==> src/rtl/flash_ctrl_pkg.sv <==
package flash_ctrl_pkg;

    typedef enum logic [3:0] {
        CMD_NONE,
        CMD_RD_ARRAY,
        CMD_RD_ID,
        CMD_RD_STATUS,
        CMD_CLR_STATUS,
        CMD_ERASE_ARM,
        CMD_ERASE_GO,
        CMD_PROG_ARM,
        CMD_LOCK_ARM,
        CMD_LOCK_GO
    } cmd_e;

    typedef enum logic [1:0] {
        RD_ARRAY  = 2'd0,
        RD_ID     = 2'd1,
        RD_STATUS = 2'd2
    } rd_mode_e;

    typedef enum logic [2:0] {
        OP_IDLE      = 3'd0,
        OP_ERASE_ARM = 3'd1,
        OP_PROG_ARM  = 3'd2,
        OP_LOCK_ARM  = 3'd3,
        OP_ERASE_RUN = 3'd4,
        OP_PROG_RUN  = 3'd5,
        OP_LOCK_RUN  = 3'd6
    } op_state_e;

    typedef enum logic [1:0] {
        PS_ON   = 2'd0,
        PS_DOWN = 2'd1,
        PS_WAKE = 2'd2
    } pwr_state_e;

    localparam logic [7:0] OPC_RD_ARRAY  = 8'hFF;
    localparam logic [7:0] OPC_RD_ID     = 8'h90;
    localparam logic [7:0] OPC_RD_STATUS = 8'h70;
    localparam logic [7:0] OPC_CLR       = 8'h50;
    localparam logic [7:0] OPC_ERASE     = 8'h20;
    localparam logic [7:0] OPC_ERASE_OK  = 8'hD0;
    localparam logic [7:0] OPC_PROG      = 8'h40;
    localparam logic [7:0] OPC_LOCK      = 8'h60;
    localparam logic [7:0] OPC_LOCK_OK   = 8'h01;

    localparam int SB_READY = 7;
    localparam int SB_ERASE = 5;
    localparam int SB_PROG  = 4;
    localparam int SB_VOLT  = 3;
    localparam int SB_LOCK  = 1;

endpackage

==> src/rtl/flash_cmd_decode.sv <==
module flash_cmd_decode
    import flash_ctrl_pkg::*;
(
    input  logic [7:0] code,
    output cmd_e       cmd
);

    always_comb begin
        case (code)
            OPC_RD_ARRAY:  cmd = CMD_RD_ARRAY;
            OPC_RD_ID:     cmd = CMD_RD_ID;
            OPC_RD_STATUS: cmd = CMD_RD_STATUS;
            OPC_CLR:       cmd = CMD_CLR_STATUS;
            OPC_ERASE:     cmd = CMD_ERASE_ARM;
            OPC_ERASE_OK:  cmd = CMD_ERASE_GO;
            OPC_PROG:      cmd = CMD_PROG_ARM;
            OPC_LOCK:      cmd = CMD_LOCK_ARM;
            OPC_LOCK_OK:   cmd = CMD_LOCK_GO;
            default:       cmd = CMD_NONE;
        endcase
    end

endmodule

==> src/rtl/flash_pwr_seq.sv <==
module flash_pwr_seq
    import flash_ctrl_pkg::*;
#(
    parameter int RP_MIN    = 10,
    parameter int WAKE_CYC  = 3,
    parameter int RECOV_CYC = 5
) (
    input  logic clk,
    input  logic rst_n,
    input  logic rp_n,
    output logic hold,
    output logic read_ok,
    output logic cmd_ok
);

    localparam int PMAX = (RP_MIN > RECOV_CYC) ? RP_MIN : RECOV_CYC;
    localparam int PW   = $clog2(PMAX + 1);

    typedef struct packed {
        pwr_state_e    st;
        logic [PW-1:0] cnt;
    } pwr_t;

    pwr_t pwr_d, pwr_q;

    always_comb begin
        pwr_d = pwr_q;
        case (pwr_q.st)
            PS_ON: begin
                if (!rp_n) begin
                    pwr_d.st  = PS_DOWN;
                    pwr_d.cnt = '0;
                end
            end
            PS_DOWN: begin
                if (rp_n && (pwr_q.cnt >= PW'(RP_MIN - 1))) begin
                    pwr_d.st  = PS_WAKE;
                    pwr_d.cnt = '0;
                end else if (pwr_q.cnt < PW'(RP_MIN - 1)) begin
                    pwr_d.cnt = pwr_q.cnt + 1'b1;
                end
            end
            PS_WAKE: begin
                if (!rp_n) begin
                    pwr_d.st  = PS_DOWN;
                    pwr_d.cnt = '0;
                end else if (pwr_q.cnt == PW'(RECOV_CYC - 1)) begin
                    pwr_d.st  = PS_ON;
                    pwr_d.cnt = '0;
                end else begin
                    pwr_d.cnt = pwr_q.cnt + 1'b1;
                end
            end
            default: begin
                pwr_d.st  = PS_ON;
                pwr_d.cnt = '0;
            end
        endcase
    end

    always_ff @(posedge clk or negedge rst_n) begin
        if (!rst_n) begin
            pwr_q <= '0;
        end else begin
            pwr_q <= pwr_d;
        end
    end

    assign hold    = (pwr_q.st != PS_ON);
    assign cmd_ok  = (pwr_q.st == PS_ON);
    assign read_ok = (pwr_q.st == PS_ON) ||
                     ((pwr_q.st == PS_WAKE) && (pwr_q.cnt >= PW'(WAKE_CYC)));

endmodule

==> src/rtl/flash_op_core.sv <==
module flash_op_core
    import flash_ctrl_pkg::*;
#(
    parameter int           NBLK       = 4,
    parameter int           BLK_BYTES  = 8,
    parameter int           ERASE_STEP = 3,
    parameter int           WRITE_CYC  = 4,
    parameter logic [7:0]   MFR_ID     = 8'hB0,
    parameter logic [7:0]   DEV_ID     = 8'h4C
) (
    input  logic                                clk,
    input  logic                                rst_n,
    input  logic                                hold,
    input  logic                                wr_stb,
    input  logic [$clog2(NBLK*BLK_BYTES)-1:0]   addr,
    input  logic [7:0]                          din,
    input  logic                                vpp_ok,
    input  logic [NBLK-1:0]                     lock_pin,
    output logic [7:0]                          rd_data,
    output logic                                busy
);

    localparam int NBYTES = NBLK * BLK_BYTES;
    localparam int AW     = $clog2(NBYTES);
    localparam int OW     = $clog2(BLK_BYTES);
    localparam int CMAX   = (ERASE_STEP > WRITE_CYC) ? ERASE_STEP : WRITE_CYC;
    localparam int CW     = $clog2(CMAX + 1);

    typedef struct packed {
        op_state_e                 st;
        rd_mode_e                  rdm;
        logic                      e_erase;
        logic                      e_prog;
        logic                      e_volt;
        logic                      e_lock;
        logic [CW-1:0]             cnt;
        logic [OW-1:0]             idx;
        logic [AW-1:0]             tgt;
        logic [7:0]                wdat;
        logic [NBLK-1:0]           lock;
        logic [NBYTES-1:0][7:0]    mem;
    } core_t;

    core_t core_d, core_q, core_rst;
    cmd_e  cmd;

    logic [AW-OW-1:0] blk_sel;
    logic [AW-OW-1:0] tgt_blk;
    logic [NBLK-1:0]  lock_eff;
    logic             running;
    logic [7:0]       stat_byte;

    flash_cmd_decode u_dec (
        .code (din),
        .cmd  (cmd)
    );

    assign blk_sel  = addr[AW-1:OW];
    assign tgt_blk  = core_q.tgt[AW-1:OW];
    assign lock_eff = core_q.lock | lock_pin;
    assign running  = (core_q.st == OP_ERASE_RUN) ||
                      (core_q.st == OP_PROG_RUN)  ||
                      (core_q.st == OP_LOCK_RUN);

    always_comb begin
        core_rst     = '0;
        core_rst.st  = OP_IDLE;
        core_rst.rdm = RD_ARRAY;
        core_rst.mem = {NBYTES{8'hFF}};
    end

    always_comb begin
        core_d = core_q;
        case (core_q.st)
            OP_IDLE: begin
                if (wr_stb) begin
                    case (cmd)
                        CMD_RD_ARRAY:  core_d.rdm = RD_ARRAY;
                        CMD_RD_ID:     core_d.rdm = RD_ID;
                        CMD_RD_STATUS: core_d.rdm = RD_STATUS;
                        CMD_CLR_STATUS: begin
                            core_d.e_erase = 1'b0;
                            core_d.e_prog  = 1'b0;
                            core_d.e_volt  = 1'b0;
                            core_d.e_lock  = 1'b0;
                        end
                        CMD_ERASE_ARM: begin
                            core_d.st  = OP_ERASE_ARM;
                            core_d.rdm = RD_STATUS;
                        end
                        CMD_PROG_ARM: begin
                            core_d.st  = OP_PROG_ARM;
                            core_d.rdm = RD_STATUS;
                        end
                        CMD_LOCK_ARM: begin
                            core_d.st  = OP_LOCK_ARM;
                            core_d.rdm = RD_STATUS;
                        end
                        default: ;
                    endcase
                end
            end
            OP_ERASE_ARM: begin
                if (wr_stb) begin
                    core_d.st = OP_IDLE;
                    if (cmd != CMD_ERASE_GO) begin
                        core_d.e_erase = 1'b1;
                    end else if (!vpp_ok) begin
                        core_d.e_erase = 1'b1;
                        core_d.e_volt  = 1'b1;
                    end else if (lock_eff[blk_sel]) begin
                        core_d.e_erase = 1'b1;
                        core_d.e_lock  = 1'b1;
                    end else begin
                        core_d.st  = OP_ERASE_RUN;
                        core_d.tgt = addr;
                        core_d.idx = '0;
                        core_d.cnt = '0;
                    end
                end
            end
            OP_PROG_ARM: begin
                if (wr_stb) begin
                    core_d.st = OP_IDLE;
                    if (!vpp_ok) begin
                        core_d.e_prog = 1'b1;
                        core_d.e_volt = 1'b1;
                    end else if (lock_eff[blk_sel]) begin
                        core_d.e_prog = 1'b1;
                        core_d.e_lock = 1'b1;
                    end else begin
                        core_d.st   = OP_PROG_RUN;
                        core_d.tgt  = addr;
                        core_d.wdat = din;
                        core_d.cnt  = '0;
                    end
                end
            end
            OP_LOCK_ARM: begin
                if (wr_stb) begin
                    core_d.st = OP_IDLE;
                    if (cmd != CMD_LOCK_GO) begin
                        core_d.e_erase = 1'b1;
                        core_d.e_prog  = 1'b1;
                    end else if (!vpp_ok) begin
                        core_d.e_prog = 1'b1;
                        core_d.e_volt = 1'b1;
                    end else begin
                        core_d.st  = OP_LOCK_RUN;
                        core_d.tgt = addr;
                        core_d.cnt = '0;
                    end
                end
            end
            OP_ERASE_RUN: begin
                if (core_q.cnt == CW'(ERASE_STEP - 1)) begin
                    core_d.cnt = '0;
                    core_d.mem[{tgt_blk, core_q.idx}] = 8'hFF;
                    if (core_q.idx == OW'(BLK_BYTES - 1)) begin
                        core_d.st = OP_IDLE;
                    end else begin
                        core_d.idx = core_q.idx + 1'b1;
                    end
                end else begin
                    core_d.cnt = core_q.cnt + 1'b1;
                end
            end
            OP_PROG_RUN: begin
                if (core_q.cnt == CW'(WRITE_CYC - 1)) begin
                    core_d.mem[core_q.tgt] = core_q.mem[core_q.tgt] & core_q.wdat;
                    core_d.st = OP_IDLE;
                end else begin
                    core_d.cnt = core_q.cnt + 1'b1;
                end
            end
            OP_LOCK_RUN: begin
                if (core_q.cnt == CW'(WRITE_CYC - 1)) begin
                    core_d.lock[tgt_blk] = 1'b1;
                    core_d.st = OP_IDLE;
                end else begin
                    core_d.cnt = core_q.cnt + 1'b1;
                end
            end
            default: core_d.st = OP_IDLE;
        endcase

        if (hold) begin
            core_d.st      = OP_IDLE;
            core_d.rdm     = RD_ARRAY;
            core_d.e_erase = 1'b0;
            core_d.e_prog  = 1'b0;
            core_d.e_volt  = 1'b0;
            core_d.e_lock  = 1'b0;
            core_d.cnt     = '0;
            core_d.idx     = '0;
        end
    end

    always_ff @(posedge clk or negedge rst_n) begin
        if (!rst_n) begin
            core_q <= core_rst;
        end else begin
            core_q <= core_d;
        end
    end

    always_comb begin
        stat_byte           = 8'h00;
        stat_byte[SB_READY] = !running;
        stat_byte[SB_ERASE] = core_q.e_erase;
        stat_byte[SB_PROG]  = core_q.e_prog;
        stat_byte[SB_VOLT]  = core_q.e_volt;
        stat_byte[SB_LOCK]  = core_q.e_lock;
    end

    always_comb begin
        case (core_q.rdm)
            RD_ARRAY:  rd_data = core_q.mem[addr];
            RD_STATUS: rd_data = stat_byte;
            RD_ID: begin
                case (addr[1:0])
                    2'd0:    rd_data = MFR_ID;
                    2'd1:    rd_data = DEV_ID;
                    2'd2:    rd_data = {7'd0, lock_eff[blk_sel]};
                    default: rd_data = 8'h00;
                endcase
            end
            default:   rd_data = stat_byte;
        endcase
    end

    assign busy = running;

endmodule

==> src/rtl/flash_cmd_ctrl.sv <==
module flash_cmd_ctrl
    import flash_ctrl_pkg::*;
#(
    parameter int         NBLK       = 4,
    parameter int         BLK_BYTES  = 8,
    parameter int         ERASE_STEP = 3,
    parameter int         WRITE_CYC  = 4,
    parameter int         RP_MIN     = 10,
    parameter int         WAKE_CYC   = 3,
    parameter int         RECOV_CYC  = 5,
    parameter logic [7:0] MFR_ID     = 8'hB0,
    parameter logic [7:0] DEV_ID     = 8'h4C
) (
    input  logic                              clk,
    input  logic                              rst_n,
    input  logic                              rp_n,
    input  logic                              ce_n,
    input  logic                              oe_n,
    input  logic                              we_n,
    input  logic [$clog2(NBLK*BLK_BYTES)-1:0] addr,
    input  logic [7:0]                        din,
    input  logic                              vpp_ok,
    input  logic [NBLK-1:0]                   lock_pin,
    output logic [7:0]                        dout,
    output logic                              dout_oe
);

    logic pd_hold;
    logic rd_ok;
    logic cmd_ok;
    logic core_hold;
    logic wr_stb;
    logic op_busy;
    logic [7:0] core_data;

    flash_pwr_seq #(
        .RP_MIN    (RP_MIN),
        .WAKE_CYC  (WAKE_CYC),
        .RECOV_CYC (RECOV_CYC)
    ) u_pwr (
        .clk     (clk),
        .rst_n   (rst_n),
        .rp_n    (rp_n),
        .hold    (pd_hold),
        .read_ok (rd_ok),
        .cmd_ok  (cmd_ok)
    );

    assign core_hold = pd_hold || !rp_n;
    assign wr_stb    = !ce_n && !we_n && cmd_ok && rp_n;

    flash_op_core #(
        .NBLK       (NBLK),
        .BLK_BYTES  (BLK_BYTES),
        .ERASE_STEP (ERASE_STEP),
        .WRITE_CYC  (WRITE_CYC),
        .MFR_ID     (MFR_ID),
        .DEV_ID     (DEV_ID)
    ) u_core (
        .clk      (clk),
        .rst_n    (rst_n),
        .hold     (core_hold),
        .wr_stb   (wr_stb),
        .addr     (addr),
        .din      (din),
        .vpp_ok   (vpp_ok),
        .lock_pin (lock_pin),
        .rd_data  (core_data),
        .busy     (op_busy)
    );

    assign dout_oe = !ce_n && !oe_n && we_n && rp_n && rd_ok;
    assign dout    = dout_oe ? core_data : 8'h00;

endmodule

==> config.mk <==
export PLATFORM = sky130hd
export DESIGN_NAME = flash_cmd_ctrl
export DESIGN_NICKNAME = d
export VERILOG_FILES = /design/src/rtl/flash_ctrl_pkg.sv /design/src/rtl/flash_cmd_decode.sv /design/src/rtl/flash_pwr_seq.sv /design/src/rtl/flash_op_core.sv /design/src/rtl/flash_cmd_ctrl.sv
export SDC_FILE = /design/constraint.sdc
export NUM_CORES = 1
export LEC_CHECK = 0
export BUFFER_PORTS_ARGS = -buffer_cell sky130_fd_sc_hd__buf_2
export CORE_UTILIZATION = 45
export DETAILED_ROUTE_END_ITERATION = 12
export HOLD_SLACK_MARGIN = 0.05
export SYNTH_ARGS = -nofsm -noshare
export SYNTH_HDL_FRONTEND = slang
export SYNTH_HIERARCHICAL = 1
export SYNTH_SLANG_ARGS = --single-unit
==> constraint.sdc <==
create_clock -name clk -period 5 [get_ports clk]
set_clock_uncertainty 0.2 [all_clocks]
set_input_delay 1 -clock clk [delete_from_list [all_inputs] [get_ports clk]]
set_output_delay 1 -clock clk [all_outputs]
set_load 0.02 [all_outputs]
==> results of run 1 <==
-- critical path, stage by stage --
cell and delay, ns:
buf_4 0.36, buf_12 0.30, mux4_2 0.54, mux4_2 0.51, o2111ai_1 0.37, nand2_1 0.09
nand2_1 0.07, nor2_1 0.05, buf_2 0.19
-- through the flow --
step | instance area [sq um] | setup WS [ns] | instances | util, %
global placement | 21100 | 0.258 | 2667 | 46.6
CTS | 22300 | 0.244 | 2731 | 49.2
finish | 22300 | 0.263 | 2732 | 49.2
global route | 22300 | 0.0305 | 2732 | 49.2
detailed placement | 21100 | 0.251 | 2667 | 46.6
floorplan | 20600 | 0.936 | 2142 | -
-- sequential cells by signal, indices dropped and copies added, names as in the netlist --
register	count
u_pwr/pwr_q	6
u_core/core_q	288
-- worst max-delay path by stage --
stage | slack, ns | endpoint | from | depth (start not counted)
after floorplan | 0.94 | dout[1] | addr[0] | 11
after global placement | 0.26 | dout[3] | addr[0] | 9
after detailed placement | 0.25 | dout[3] | addr[0] | 9
after CTS | 0.24 | dout[3] | addr[0] | 9
after global routing | 0.03 | dout[3] | addr[0] | 9
final | 0.26 | dout[3] | addr[0] | 9
-- power by group --
part | switching (mW) | internal (mW)
Sequential | 0.0301 | 2.42
Combinational | 0.283 | 0.172
Clock | 1.09 | 1.59
Total | 1.41 | 4.18
-- area by class of cell --
cell class | count | area share, %
Antenna cell | 1 | 0.0112
Clock buffer | 54 | 4.85
Clock inverter | 10 | 0.449
Inverter | 26 | 0.438
Multi-Input combinational cell | 1644 | 52.5
Sequential cell | 294 | 34.5
Tap cell | 600 | 3.37
Timing Repair Buffer | 103 | 3.90
-- layer usage --
layer / wire length, um / vias up
met3: 8830 / 237
met1: 34900 / 9283
met4: 4360 / 8
met5: 53 / -
li1: - / 7919
met2: 35300 / 1054
-- layout by cell type, fill, tap and decap left out, types with 12 or more instances in the layout --
| master | n |
|---|---|
| mux2i_1 | 161 |
| a21oi_1 | 255 |
| nor3_1 | 20 |
| buf_4 | 59 |
| inv_1 | 26 |
| a221oi_1 | 16 |
| or2_2 | 32 |
| buf_12 | 13 |
| dfstp_2 | 256 |
| and4b_1 | 12 |
| dfrtp_1 | 35 |
| nand3_1 | 44 |
| clkbuf_16 | 37 |
| o22ai_1 | 59 |
| a21oi_2 | 53 |
| mux4_2 | 59 |
| nand2b_1 | 15 |
| nor3_2 | 28 |
| buf_2 | 30 |
| o21ai_0 | 239 |
| a211oi_2 | 12 |
| nand2_1 | 102 |
| a221oi_2 | 14 |
| mux2_2 | 18 |
| nor2_1 | 256 |
==> flow_summary.json, run 1 <==
{
  "wl_mm": 83.5,
  "drv_slew": 0,
  "status": "complete, no violations",
  "clockBufferDepth": 3,
  "drive_above_1_share_pct": 32.4,
  "ctsHtreeMaxLevel": 2,
  "io_buffers": 32,
  "ioPinCount": 33,
  "clock-sinks": 294,
  "cts_root_buffer": "clkbuf_16",
  "first_iter_violations": 2442,
  "setup_viol": 0,
  "cp.arrival_ns": 3.54,
  "cts-resized-gates": 0,
  "grt_max_degree": 118,
  "grt_pass1_wl_mm": 122,
  "die_x_um": 216,
  "ff2ff_path_depth": 6,
  "initial_core_util_pct": 45.6,
  "coreArea_sq_mm": 0.0453,
  "use_met3_pct": 9.11,
  "worstHoldStart": "u_core/core_q[256]",
  "rr_endpoint": "u_core/core_q[165]",
  "die_h_um": 216,
  "grt_pass1_vias": 17400,
  "worstMarginPinSlew_ns": 1.31,
  "finalSetupTns_ns": 0,
  "grt_util_met1_pct": 49.5,
  "r2r_start": "u_core/core_q[271]",
  "clock_latency_ns": 0.57,
  "cts_setup_buffers": 0,
  "finalPower_mw": 5.59,
  "worst_ep_required_time_ns": 3.80,
  "antenna_found_initial": 5,
  "r2r_slack_ns": 1.17,
  "p_leak_nw": 6.97,
  "syn_area_per_cell_sq_um": 9.63,
  "vias": 18500,
  "crit_fanout": 28,
  "clock.fmax_mhz": 211,
  "period_share_pct": 94.7,
  "dp_hpwl_mm": 59.5,
  "powerDensity_mw_per_mm2": 251,
  "cts_tree": "built",
  "rows": 78,
  "met2_usage_pct": 51.2,
  "grt_use_total_pct": 35.5,
  "die_area_sq_mm": 0.0467,
  "finalCriticalPeriod_ns": 4.74,
  "firstDrtPassIters": 5,
  "regArea_sq_mm": 0.00768,
  "clk_pin_slew_ns": 0.06,
  "hold_end": "u_core/core_q[256]",
  "slew_headroom_pct": 12.5,
  "hold-path-cell-count": 1,
  "multi_input_comb_area_sq_mm": 0.0117,
  "max_cap_violations": 0,
  "rsz0062_at_grt": "false",
  "holdBufCountCts": 0,
  "start_kind": "input port",
  "drtAntennaViolNets": 0,
  "hold_path.class": "register to register",
  "top_usage_layer": "met2",
  "wl_per_cell_um": 30.6,
  "cp-end-kind": "output port",
  "irDropWorstVdd_v": 0.000233,
  "gp_congestion": 1.03,
  "fill_cells": 4172,
  "synth_cells": 2142,
  "final_nets": 2140,
  "area_growth_pct": 7.98,
  "worst-setup-path-type": "input port to output port",
  "cts_buffers": 36,
  "via_per_inst": 6.77,
  "finalHoldViolCount": 0,
  "syn-cell-area_sq_mm": 0.0206,
  "route.detailed.drc": 0,
  "syn-num-nets": 2177,
  "gr-total-overflow": 0,
  "yosysWarnings": 6,
  "hold_slack_ns": 0.287
}
(Power assumes the default switching activity.)
==> run 2: changes to the inputs <==
--- a/config.mk
+++ b/config.mk
@@ -7,6 +7,7 @@
 export LEC_CHECK = 0
 export BUFFER_PORTS_ARGS = -buffer_cell sky130_fd_sc_hd__buf_2
 export CORE_UTILIZATION = 45
+export CTS_BUF_LIST = sky130_fd_sc_hd__clkbuf_4
 export DETAILED_ROUTE_END_ITERATION = 12
 export HOLD_SLACK_MARGIN = 0.05
 export SYNTH_ARGS = -nofsm -noshare
==> run 2 against run 1 <==
Die area is the same. Non-clock buffer count unchanged. Combinational power hardly changed. Count of clock-buffer cells in the layout rose by 82. Maximum frequency fell by 1.5%. Via count increased by 1.8%. Clock power is 11% lower. Final cell count is 3.3% higher. Critical path type unchanged. Highest routed layer is now met4.
==> flow_summary.json, run 2 (synthesis results as in run 1) <==
{
  "clock.fmax_mhz": 208,
  "ioPinCount": 33,
  "worst-setup-path-type": "input port to output port",
  "via_per_inst": 6.68,
  "die_x_um": 216,
  "crit_fanout": 28,
  "final_nets": 2192,
  "finalSetupTns_ns": 0,
  "wl_mm": 84.0,
  "finalHoldViolCount": 0,
  "grt_use_total_pct": 35.8,
  "clockBufferDepth": 3,
  "cts_setup_buffers": 0,
  "clock_latency_ns": 0.88,
  "r2r_start": "u_core/core_q[271]",
  "ff2ff_path_depth": 6,
  "clk_pin_slew_ns": 0.06,
  "crit_buf_inv": 3,
  "worstHoldStart": "din[2]",
  "rr_endpoint": "u_core/core_q[165]",
  "grt_pass1_vias": 17900,
  "biggestRegsByFlops": "u_core/core_q: 288 flops, u_pwr/pwr_q: 6 flops",
  "largest_register_ffs": 288,
  "cp_slowest_cell": "mux4_2",
  "ctsHtreeMaxLevel": 3,
  "first_iter_violations": 2391,
  "path_depth": 9,
  "slowest_delay_ns": 0.53,
  "powerDensity_mw_per_mm2": 239,
  "initial_core_util_pct": 45.6,
  "period_share_pct": 96.2,
  "drive_above_1_share_pct": 34.9,
  "holdBufCountCts": 0,
  "cp-end-kind": "output port",
  "grt_pass1_wl_mm": 123,
  "area_growth_pct": 7.65,
  "status": "complete, no violations",
  "die_h_um": 216,
  "dp_hpwl_mm": 59.5,
  "drtAntennaViolNets": 0,
  "gp_congestion": 1.03,
  "p_leak_nw": 7.04,
  "coreArea_sq_mm": 0.0453,
  "worstMarginPinSlew_ns": 1.24,
  "vias": 18800,
  "rows": 78,
  "crit_path_start": "addr[0]",
  "route.detailed.drc": 0,
  "io_buffers": 32,
  "cts-resized-gates": 0,
  "grt_max_degree": 118,
  "largest_register": "u_core/core_q",
  "crit_family": "multiplexers",
  "hold-path-cell-count": 2,
  "gr-total-overflow": 0,
  "finalCriticalPeriod_ns": 4.81,
  "clock-sinks": 294,
  "cp.arrival_ns": 3.61,
  "r2r_slack_ns": 1.13,
  "irDropWorstVdd_v": 0.000151,
  "fin_ws_ns": 0.190,
  "cts_root_buffer": "clkbuf_4",
  "dp_slack_ns": 0.251,
  "mostFrequentLayoutCells": "nor2_1, dfstp_2, a21oi_1",
  "hold_path.class": "input port to register",
  "rsz0062_at_grt": "false",
  "worst_ep_required_time_ns": 3.80,
  "cts_buffers": 88,
  "firstDrtPassIters": 6,
  "setup_viol": 0,
  "wl_per_cell_um": 29.8,
  "slew_headroom_pct": 17.2,
  "antenna_found_initial": 2,
  "worstSetupEndpoint": "dout[3]",
  "cts_tree": "built",
  "die_area_sq_mm": 0.0467,
  "path_cells": "buf_4, buf_12, mux4_2, mux4_2, o2111ai_1, nand2_1, nand2_1, nor2_1, buf_2",
  "drv_slew": 0,
  "max_cap_violations": 0,
  "start_kind": "input port"
}
==> run 2: cell count changes in the layout (fill, tap and decap cells not counted) <==
cell,delta
bufinv_16,-1
clkbuf_1,-8
clkbuf_16,-37
clkbuf_4,+136
clkbuf_8,-9
clkinv_1,+11
clkinv_2,-5
diode_2,+2
==> run 2: worst reg2reg max path: stages, from the launching register on <==
cell and delay, ns:
dfrtp_2 1.02, or4bb_1 0.85, o22ai_1 0.45, or4_4 0.52
buf_12 0.29, a211oi_1 0.11, a221oi_1 0.33
==> run 2: power breakdown <==
group	total, mW	internal (mW)	switching [mW]	leakage (nW)
clock	2.40	1.27	1.12	0.669
sequential	2.45	2.42	0.0300	3.15
combinational	0.455	0.172	0.283	3.22
==> run 2: layout make-up <==
cell class	count	area [sq um]
well taps	600	751
flip-flops and latches	294	7680
inverters	26	97.6
clock buffers	136	1020
clock inverters	15	86.3
diodes	3	7.51
fillers	4232	23100
repair buffers	103	868
multi-input cells	1644	11700
==> run 2: worst min-delay path by stage <==
stage,endpoint,slack (ns)
global route,u_core/core_q[263],0.19
detailed placement,u_core/core_q[256],0.28
CTS,u_core/core_q[262],0.16
global placement,u_core/core_q[257],0.26
floorplan,u_core/core_q[256],0.24
finish,u_core/core_q[262],0.21
==> run 2: metal layers <==
metal / global-route usage, % / share of wire [%] / up-vias
met5: 0 / 0 / -
met4: 18.4 / 4.9 / 0
met3: 10.3 / 11 / 241
met2: 51.1 / 42 / 1146
met1: 49.3 / 42 / 9381
li1: - / - / 8074
==> run 2: metrics by stage <==
step	total power, mW	utilization, %	cell area, sq um	hold slack (ns)	std cells
global route	5.53	49.0	22200	0.194	2820
floorplan	2.78	-	20600	0.238	2142
CTS	5.36	49.0	22200	0.157	2818
detailed placement	2.93	46.6	21100	0.276	2667
global placement	2.92	46.6	21100	0.256	2667
finish	5.30	49.0	22200	0.207	2821
